`config.mk`:
```
export PLATFORM = sky130hd
export DESIGN_NAME = regwin_ctrl
export DESIGN_NICKNAME = d
export VERILOG_FILES = /design/src/rtl/regwin_pkg.sv /design/src/rtl/regwin_step.sv /design/src/rtl/regwin_stat.sv /design/src/rtl/regwin_ctrl.sv
export SDC_FILE = /design/constraint.sdc
export NUM_CORES = 1
export LEC_CHECK = 0
export BUFFER_PORTS_ARGS = -buffer_cell sky130_fd_sc_hd__clkbuf_2
export CORE_MARGIN = 1
export CORE_UTILIZATION = 30
export DETAILED_ROUTE_END_ITERATION = 10
export PLACE_DENSITY = 0.63
export SLEW_MARGIN = 20
export SYNTH_ARGS = -nofsm -noshare
export SYNTH_HDL_FRONTEND = slang
export SYNTH_SLANG_ARGS = --single-unit
```
`constraint.sdc`:
```
create_clock -name clk -period 2.6 [get_ports clk]
set_input_delay 0.13 -clock clk [delete_from_list [all_inputs] [get_ports clk]]
set_output_delay 0.13 -clock clk [all_outputs]
set_load 0.01 [all_outputs]
```
`src/rtl/regwin_pkg.sv`:
```
package regwin_pkg;
   localparam int CWP_W  = 5;
   localparam int WORD_W = 32;

   typedef enum logic [2:0] {
      OP_NONE    = 3'd0,
      OP_SAVE    = 3'd1,
      OP_RESTORE = 3'd2,
      OP_RETT    = 3'd3,
      OP_WRSTAT  = 3'd4,
      OP_RDSTAT  = 3'd5,
      OP_WRMASK  = 3'd6
   } op_e;

   localparam logic [7:0] TRAP_ILLEGAL = 8'h02;
   localparam logic [7:0] TRAP_WIN_OVF = 8'h05;
   localparam logic [7:0] TRAP_WIN_UNF = 8'h06;

   typedef struct packed {
      logic [3:0] icc;
      logic       fp_en;
      logic [3:0] irq_lvl;
      logic       sup;
      logic       prev_sup;
      logic       trap_en;
   } stat_t;
endpackage

```
`src/rtl/regwin_step.sv`:
```
module regwin_step #(
   parameter int NWIN = 8
) (
   input  logic [regwin_pkg::CWP_W-1:0] cur,
   output logic [regwin_pkg::CWP_W-1:0] nxt_up,
   output logic [regwin_pkg::CWP_W-1:0] nxt_dn
);
   import regwin_pkg::*;
   localparam int  LW      = (NWIN > 1) ? $clog2(NWIN) : 1;
   localparam bit  IS_POW2 = (NWIN == (1 << LW));

   generate
      if (IS_POW2) begin : g_pow2
         logic [LW-1:0] up_t, dn_t;
         always_comb begin
            up_t   = cur[LW-1:0] + 1'b1;
            dn_t   = cur[LW-1:0] - 1'b1;
            nxt_up = CWP_W'(up_t);
            nxt_dn = CWP_W'(dn_t);
         end
      end else begin : g_cmp
         always_comb begin
            nxt_up = (cur == CWP_W'(NWIN - 1)) ? '0 : cur + 1'b1;
            nxt_dn = (cur == '0) ? CWP_W'(NWIN - 1) : cur - 1'b1;
         end
      end
   endgenerate
endmodule

```
`src/rtl/regwin_stat.sv`:
```
module regwin_stat #(
   parameter logic [7:0] VERSION = 8'h00
) (
   input  regwin_pkg::stat_t                fld,
   input  logic [regwin_pkg::CWP_W-1:0]     cwp,
   input  logic [regwin_pkg::WORD_W-1:0]    word_in,
   output logic [regwin_pkg::WORD_W-1:0]    word_out,
   output regwin_pkg::stat_t                fld_in
);
   import regwin_pkg::*;
   always_comb begin
      word_out        = '0;
      word_out[31:24] = VERSION;
      word_out[23:20] = fld.icc;
      word_out[12]    = fld.fp_en;
      word_out[11:8]  = fld.irq_lvl;
      word_out[7]     = fld.sup;
      word_out[6]     = fld.prev_sup;
      word_out[5]     = fld.trap_en;
      word_out[4:0]   = cwp;

      fld_in.icc      = word_in[23:20];
      fld_in.fp_en    = word_in[12];
      fld_in.irq_lvl  = word_in[11:8];
      fld_in.sup      = word_in[7];
      fld_in.prev_sup = word_in[6];
      fld_in.trap_en  = word_in[5];
   end
endmodule

```
`src/rtl/regwin_ctrl.sv`:
```
module regwin_ctrl #(
   parameter int         NWIN    = 8,
   parameter logic [7:0] VERSION = 8'hA5
) (
   input  logic        clk,
   input  logic        rst_n,
   input  logic        cmd_valid,
   input  logic [2:0]  cmd_op,
   input  logic [31:0] cmd_data,
   output logic [4:0]  cwp_o,
   output logic [8:0]  base_o,
   output logic        rd_valid,
   output logic [31:0] rd_data,
   output logic        trap_req,
   output logic [7:0]  trap_code
);
   import regwin_pkg::*;
   localparam int BASE_SH = 4;

   generate
      if (NWIN < 2 || NWIN > 32) begin : g_bad_nwin
         $error("regwin_ctrl: NWIN must lie in 2..32");
      end
   endgenerate

   logic [CWP_W-1:0]  cwp_q, up_w, dn_w;
   logic [WORD_W-1:0] mask_q, packed_w;
   stat_t             st_q, st_in_w;
   logic              cwp_field_bad;
   op_e               op_w;

   regwin_step #(.NWIN(NWIN)) u_step (
      .cur(cwp_q), .nxt_up(up_w), .nxt_dn(dn_w)
   );

   regwin_stat #(.VERSION(VERSION)) u_stat (
      .fld(st_q), .cwp(cwp_q), .word_in(cmd_data),
      .word_out(packed_w), .fld_in(st_in_w)
   );

   assign op_w          = op_e'(cmd_op);
   assign cwp_field_bad = ({1'b0, cmd_data[CWP_W-1:0]} >= (CWP_W+1)'(NWIN));
   assign cwp_o         = cwp_q;
   assign base_o        = {cwp_q, {BASE_SH{1'b0}}};

   always_ff @(posedge clk) begin
      if (!rst_n) begin
         cwp_q     <= '0;
         mask_q    <= '0;
         st_q      <= '{icc: 4'h0, fp_en: 1'b0, irq_lvl: 4'h0,
                        sup: 1'b1, prev_sup: 1'b0, trap_en: 1'b0};
         trap_req  <= 1'b0;
         trap_code <= '0;
         rd_valid  <= 1'b0;
         rd_data   <= '0;
      end else begin
         trap_req <= 1'b0;
         rd_valid <= 1'b0;
         if (cmd_valid) begin
            case (op_w)
               OP_SAVE: begin
                  if (mask_q[dn_w]) begin
                     trap_req  <= 1'b1;
                     trap_code <= TRAP_WIN_OVF;
                  end else begin
                     cwp_q <= dn_w;
                  end
               end
               OP_RESTORE: begin
                  if (mask_q[up_w]) begin
                     trap_req  <= 1'b1;
                     trap_code <= TRAP_WIN_UNF;
                  end else begin
                     cwp_q <= up_w;
                  end
               end
               OP_RETT: begin
                  if (st_q.trap_en) begin
                     trap_req  <= 1'b1;
                     trap_code <= TRAP_ILLEGAL;
                  end else if (mask_q[up_w]) begin
                     trap_req  <= 1'b1;
                     trap_code <= TRAP_WIN_UNF;
                  end else begin
                     cwp_q       <= up_w;
                     st_q.trap_en <= 1'b1;
                     st_q.sup     <= st_q.prev_sup;
                  end
               end
               OP_WRSTAT: begin
                  if (cwp_field_bad) begin
                     trap_req  <= 1'b1;
                     trap_code <= TRAP_ILLEGAL;
                  end else begin
                     st_q  <= st_in_w;
                     cwp_q <= cmd_data[CWP_W-1:0];
                  end
               end
               OP_RDSTAT: begin
                  rd_valid <= 1'b1;
                  rd_data  <= packed_w;
               end
               OP_WRMASK: mask_q <= cmd_data;
               default: ;
            endcase
         end
      end
   end
endmodule

```
==> impl_results.md, run 1 <==
- Status: complete, no violations
- Cell with the most instances after synthesis: nand2_1
- Die area: approximately 9100 sq um
- FMAX: 423 MHz
- Grt ovf: 0
- Tcrit/Tclk final: 0.909
- Layout fillers: ~900
- LEAKAGE: ~1.2 nW
- Max incr delay on CP: approximately 0.64 ns
- Setup CP Type: flip-flop to flip-flop
- Setup-violating endpoint count in the final report: 0
- CP startpoint kind: flip-flop
- Setup WS post-layout: 0.237 ns
- P&R area growth vs syn: 13.4%
- Worst min path class: input port to flip-flop
- IO Pins: 94
- Num rows: 33
- Post-synth top area cell: dfxtp_1
- Final HPWL DP: a little under 4000 um
- DR pass1 iterations: 4
- Area share of the largest cell type after synthesis: 0.403
- ANT nets after route: 0
- Post-route setup TNS: 0 ns
- Post-Syn Instances: around 300
- Max Cap Viol: 0
- Util after Layout: 0.357
- Crit-path slowest cell: mux4_1
- Vias in the first global route: approximately 1.8k
- Slew @ Worst Pin: roughly 0.95 ns
- Floorplan core area: about 8300 sq um
- Root Buffer: clkbuf_8
- Unrepaired setup endpoints after global routing: no
- # nets final: 380
- Largest net degree at the start of global routing: 58
- ANT cells: 0
- Initial antenna violation count: 0
- Max IR drop VDD: between 0.2 and 0.25 mV
- Initial DRC Count: 53
- Starting Density: 0.315
- DR WL/cell: approximately 12 um
- Ranking of synthesized cells by area: dfxtp_1, nand2_1, a21boi_0, buf_4, and3_1
- Total track usage: 0.126
- Mapped Area: 2630 sq um
- Global-route wire length before repair: about 8900 um
- Critical path fanouts, max: 6
- Buffers on Ports: between 60 and 70
- Yosys synthesis warning count: 0
- Worst setup EP type: flip-flop
- Final hold vios: 0
- Fraction of layout cells with a size suffix above 1: 0.264
- PwrDens: 537 nW/um^2
- Main synth FF type: dfxtp_1
- Crit-path cells: inv_1 > ha_1 > mux4_1 > mux2i_4 > o21a_4 > nand3_4 > and3_1
- Die Y-Extent: approximately 96 um
- CTS tree: yes
- Post_cts resized: 0
- Reg clk slew, reported paths: 0.10 ns
- Most frequent cells after synthesis: nand2_1, dfxtp_1, a21boi_0
- Remaining DRCs: 0
- Number of distinct library cells after synthesis: 50
- Avg Vias per Cell: around 4.5
- Pre-CTS setup slack: 0.222 ns
- Average size of a mapped cell: 8.86 sq um
- Worst Path Required: 2.79 ns
- Clock Skews: 0.00938 ns
- Die width: about 96 um
- Post-CTS Setup Inserts: 0
- #FFs+latches synth: 53
- Max-slew violations: 0
- Post-Route WL: about 5400 um
- Async set-reset flop share out of synthesis: 0
- Slew HR: 0.368
- RD Place Congestion: between 0.7 and 0.8
- Final Power: approximately 0.0016 W
- Post-synth EDFFs: 0
- Hold-fix buffers, CTS: 0
- CTS Buf Count: 5
- CTS Buffer Depth: 2
- Tmin final: ~2.4 ns
- Clk_lat worst skew: ~0.30 ns
- Register area share after synthesis: 0.403
- CTS sink cnt: between 50 and 60
- H-tree depth: 2
- Via count: a little over 2k
- Worst EP arrival: between 2 and 3 ns
[registers in the layout, indices dropped and copies added (netlist names)]
name / cells
trap_req: 1
trap_code: 8
cwp_o: 5
rd_data: 18
mask_q: 8
rd_valid: 1
st_q: 12
[metal layers]
metal / share of wire / track usage / wire length [um] / up-vias
met1: 0.49 / 0.172 / 2650 / 915
li1: - / - / - / 1046
met2: 0.44 / 0.200 / 2410 / 58
met5: 0 / 0 / 0 / -
met3: 0.064 / 0.0367 / 344 / 2
met4: 0.0028 / 0.0187 / 15 / 0
[final timing paths]
check	startpoint	to	slack [ns]	depth (start not counted)
worst max-delay path	cwp_o[0]	cwp_o[3]	0.24	7
worst min-delay path	cmd_data[8]	st_q[3]	0.05	3
worst max register to register	cwp_o[0]	cwp_o[3]	0.24	7
worst min register to register	st_q[3]	rd_data[8]	0.47	2
[worst max-delay path, delay by kind of cell (launching register included)]
family,cells,cell delay [ns]
simple gates,2,0.29
compound gates,1,0.20
buf+inv,1,0.06
flops,1,0.34
fa+ha+maj,1,0.43
mux,2,0.92
[layout make-up]
class | instances | area, sq um | share of cell area
Clock buffer | 5 | 68.8 | 0.0231
Clock inverter | 3 | 46.3 | 0.0155
Inverter | 4 | 15.0 | 0.00504
Multi-Input combinational cell | 208 | 1310 | 0.438
Sequential cell | 53 | 1060 | 0.356
Tap cell | 105 | 131 | 0.0441
Timing Repair Buffer | 68 | 353 | 0.118
[cells in the final DEF, fill, tap and decap left out, drive strengths merged, types with 5 or more instances in the layout]
cell,count
a21boi,35
and3,10
buf,5
clkbuf,68
conb,15
dfxtp,53
mux2i,5
nand2,84
nand3,5
nor2,6
[through the flow]
stage / hold WS [ns] / std cells / cell area (sq um)
floorplan: 0.275 / 311 / 2680
global placement: 0.371 / 438 / 2870
detailed placement: 0.375 / 438 / 2870
CTS: 0.0358 / 446 / 2980
global route: 0.0398 / 446 / 2980
finish: 0.0492 / 446 / 2980
[power by group]
group	switching (W)	internal, W	leakage (nW)	total (W)
Sequential	0.0000108	0.000825	0.428	0.000836
Combinational	0.000114	0.0000863	0.762	0.000200
Clock	0.000276	0.000289	0.0543	0.000565
Total	0.000401	0.00120	1.24	0.00160
[cell families after synthesis]
logic type / after synthesis / synth area share
AND/OR/NAND/NOR: 119 / 0.207
AO/OA/AOI/OAI: 59 / 0.182
flip-flops: 53 / 0.403
buffers and inverters: 50 / 0.120
multiplexers: 10 / 0.0666
XOR/XNOR: 3 / 0.00999
adder cells (fa/ha/maj): 2 / 0.00951
other: 1 / 0.00143
Note: power is estimated with default switching activity, not from simulation.
==> inputs of run 2 (changes only) <==
--- a/config.mk
+++ b/config.mk
@@ -9,8 +9,9 @@
 export CORE_MARGIN = 1
 export CORE_UTILIZATION = 30
 export DETAILED_ROUTE_END_ITERATION = 10
-export PLACE_DENSITY = 0.63
+export PLACE_DENSITY = 0.59
 export SLEW_MARGIN = 20
 export SYNTH_ARGS = -nofsm -noshare
 export SYNTH_HDL_FRONTEND = slang
+export SYNTH_HIERARCHICAL = 1
 export SYNTH_SLANG_ARGS = --single-unit
==> impl_results.md, run 2 <==
- Die Y-Extent: 126 um (was 95.6 um)
- Cell with the most instances after synthesis: nand2_1 (unchanged)
- Most frequent cells after synthesis: nand2_1, dfxtp_1, a21oi_1 (was nand2_1, dfxtp_1, a21boi_0)
- RD Place Congestion: 0.802 (was 0.768)
- Top Registers: mask_q (32), rd_data (32), st_q (12) (was rd_data (18), st_q (12))
- Global-route wire length before repair: 18200 um (was 8910 um)
- CTS sink cnt: 91 (was 53)
- #FFs+latches synth: 91 (was 53)
- Layout fillers: 1555 (was 906)
- Cell-internal power: 0.00229 W (was 0.00120 W)
- Mapped Area: 4580 sq um (was 2630 sq um)
- Failing checks: DRC
- Fraction of layout cells with a size suffix above 1: 0.211 (was 0.264)
- Average size of a mapped cell: 7.98 sq um (was 8.86 sq um)
- Met3 WL post-DR: 651 um (was 344 um)
- Final hold vios: 0 (unchanged)
- Vias in the first global route: 3557 (was 1793)
- CP startpoint kind: flip-flop (unchanged)
- Unrepaired setup endpoints after global routing: no (unchanged)
- ANT cells: 0 (unchanged)
- Starting Density: 0.312 (was 0.315)
- Largest net degree at the start of global routing: 66 (was 58)
- Worst Path Required: 2.83 ns (was 2.79 ns)
- Critical path fanouts, max: 15 (was 6)
- Initial antenna violation count: 0 (unchanged)
- DR WL/cell: 13.3 um (was 12.1 um)
- DR pass1 iterations: 8 (was 4)
- Async set-reset flop share out of synthesis: 0 (unchanged)
- Number of distinct library cells after synthesis: 43 (was 50)
- Final HPWL DP: 7660 um (was 3960 um)
- Worst EP arrival: 2.64 ns (was 2.56 ns)
- Root Buffer: clkbuf_16 (was clkbuf_8)
- Status: complete, but fails checks (was complete, no violations)
- Register-to-register setup slack: 0.18 ns (was 0.24 ns)
- Setup CP Type: flip-flop to flip-flop (unchanged)
- Grt ovf: 0 (unchanged)
- Setup WS post-layout: 0.184 ns (was 0.237 ns)
- PwrDens: 593 nW/um^2 (was 537 nW/um^2)
- Wl on met1: 5460 um (was 2650 um)
- Worst min path class: input port to flip-flop (unchanged)
- Num rows: 44 (was 33)
- Main synth FF type: dfxtp_1 (unchanged)
- Post-Route WL: 10900 um (was 5410 um)
- Setup crit end: cwp_o[1] (was cwp_o[3])
- DR WL met2: 4660 um (was 2410 um)
- LEAKAGE: 2.14 nW (was 1.24 nW)
- Area share of the largest cell type after synthesis: 0.398 (was 0.403)
- # nets final: 670 (was 380)
- Commonest non-fill, non-tap cell in the layout: nand2_1 (unchanged)
- Remaining DRCs: 11 (was 0)
- Reg2reg start: cwp_o[0] (unchanged)
- Post-synth top area cell: dfxtp_1 (unchanged)
- Switching part of the total: 0.274 (was 0.250)
- Initial DRC Count: 231 (was 53)
- Ranking of synthesized cells by area: dfxtp_1, nand2_1, buf_4, a21oi_1, mux2i_1 (was dfxtp_1, nand2_1, a21boi_0, buf_4, and3_1)
- Setup-violating endpoint count in the final report: 0 (unchanged)
- P&R area growth vs syn: 16.4% (was 13.4%)
- Pre-CTS setup slack: -0.00485 ns (was 0.222 ns)
- Die area: 15800 sq um (was 9150 sq um)
- CTS tree: yes (unchanged)
- Most frequent cells in the layout: nand2_1, dfxtp_1, clkbuf_2, a21oi_1, mux2i_1 (was nand2_1, clkbuf_2, dfxtp_1, a21boi_0, conb_1)
- Buffers on Ports: 89 (was 63)
- Reg clk slew, reported paths: 0.07 ns (was 0.10 ns)
- Post-synth EDFFs: 0 (unchanged)
- Tmin final: 2.42 ns (was 2.36 ns)
- Post-CTS Setup Inserts: 0 (unchanged)
- Flop pwr share: 0.459 (was 0.522)
- CTS Buffer Depth: 2 (unchanged)
- Highest routed layer: met4 (unchanged)
- Clk_lat worst skew: 0.35 ns (was 0.30 ns)
- Post-Syn Instances: 574 (was 297)
- ANT nets after route: 0 (unchanged)
- Clock Skews: 0.00738 ns (was 0.00938 ns)
- Cells on worst reg2reg path: 11 (was 7)
- Max Cap Viol: 0 (unchanged)
- IO Pins: 94 (unchanged)
- Combinational share of power: 0.154 (was 0.125)
- Yosys synthesis warning count: 6 (was 0)
- RR Endpoint: cwp_o[1] (was cwp_o[3])
- Tcrit/Tclk final: 0.929 (was 0.909)
- Worst setup EP type: flip-flop (unchanged)
- Hold_sp: cmd_data[24] (was cmd_data[8])
- Total track usage: 0.145 (was 0.126)
- Floorplan core area: 14700 sq um (was 8340 sq um)
- CTS Buf Count: 9 (was 5)
- FMAX: 414 MHz (was 423 MHz)
- Die width: 126 um (was 95.6 um)
- Avg Vias per Cell: 4.68 (was 4.53)
- Via count: 3832 (was 2021)
- Clk pwr share: 0.387 (was 0.353)
- Critical path origin: cwp_o[0] (unchanged)
- Sw power: 0.000867 W (was 0.000401 W)
- Max-slew violations: 0 (unchanged)
- Max IR drop VDD: 0.328 mV (was 0.248 mV)
- Final hold slack: 0.0132 ns (was 0.0492 ns)
- H-tree depth: 3 (was 2)
- Register area share after synthesis: 0.398 (was 0.403)
run 2: metal layers:
| metal | GRT usage | up-vias |
|---|---|---|
| li1 | - | 1961 |
| met1 | 0.196 | 1754 |
| met2 | 0.219 | 103 |
| met3 | 0.0428 | 14 |
| met4 | 0.0488 | 0 |
| met5 | 0 | - |
run 2: power groups by stage:
stage	Sequential [W]	Clock, W	Combinational (W)
after floorplan	0.00149	0	0.000363
after global placement	0.00148	0	0.000454
after detailed placement	0.00148	0	0.000454
after CTS	0.00145	0.00128	0.000477
after global routing	0.00145	0.00132	0.000536
final	0.00145	0.00122	0.000488
run 2: area by class of cell:
| class | count | area, sq um | share of cell area |
|---|---|---|---|
| multi-input cells | 400 | 2230 | 0.418 |
| flip-flops and latches | 91 | 1820 | 0.342 |
| repair buffers | 120 | 746 | 0.140 |
| clock buffers | 11 | 233 | 0.0437 |
| well taps | 184 | 230 | 0.0432 |
| clock inverters | 5 | 37.5 | 0.00704 |
| inverters | 8 | 30.0 | 0.00563 |
run 2: how the worst min path moves through the flow:
stage	slack, ns	end	cells after the start
3_3_place_gp	0.36	mask_q[13]	3
2_1_floorplan	0.27	mask_q[0]	2
4_1_cts	0.0003	st_q[1]	3
3_5_place_dp	0.36	mask_q[30]	3
6_report	0.01	mask_q[24]	3
5_1_grt	0.02	st_q[1]	3
run 2: kinds of logic (layout without fill, tap and decap cells):
logic type / after synthesis / after routing / synth area share
buffers and inverters: 102 / 144 / 0.135
and+or+nand+nor: 218 / 218 / 0.198
adders and majority gates: 2 / 2 / 0.00546
DFF: 91 / 91 / 0.398
other: 4 / 23 / 0.00328
xor gates and xnor gates: 3 / 3 / 0.00574
muxes: 41 / 41 / 0.115
AOI/OAI and AO/OA: 113 / 113 / 0.139
run 2: stage by stage:
step | instances | power, W | instance area, sq um | utilization | TNS, ns
2_1_floorplan | 593 | 0.00185 | 4650 | - | 0
3_3_place_gp | 786 | 0.00193 | 4870 | 0.331 | 0
3_5_place_dp | 786 | 0.00194 | 4870 | 0.331 | -0.0166
4_1_cts | 819 | 0.00320 | 5310 | 0.361 | 0
5_1_grt | 819 | 0.00331 | 5330 | 0.363 | 0
6_report | 819 | 0.00316 | 5330 | 0.363 | 0
run 2: repair_timing:
action	CTS	global route
endpoints found under the setup margin	5	13
pin swaps	0	1
hold buffers	17	0
hold endpoints to repair	20	0
resized for setup	1	5
run 2: critical path, cell delays in order (launching register included):
cell,delay (ns)
dfxtp_2,0.38
inv_1,0.07
ha_2,0.39
buf_12,0.18
mux2i_1,0.20
a22oi_1,0.10
nand2_1,0.06
a21oi_1,0.06
buf_4,0.17
o21ai_0,0.27
nand3_2,0.24
mux2i_1,0.17
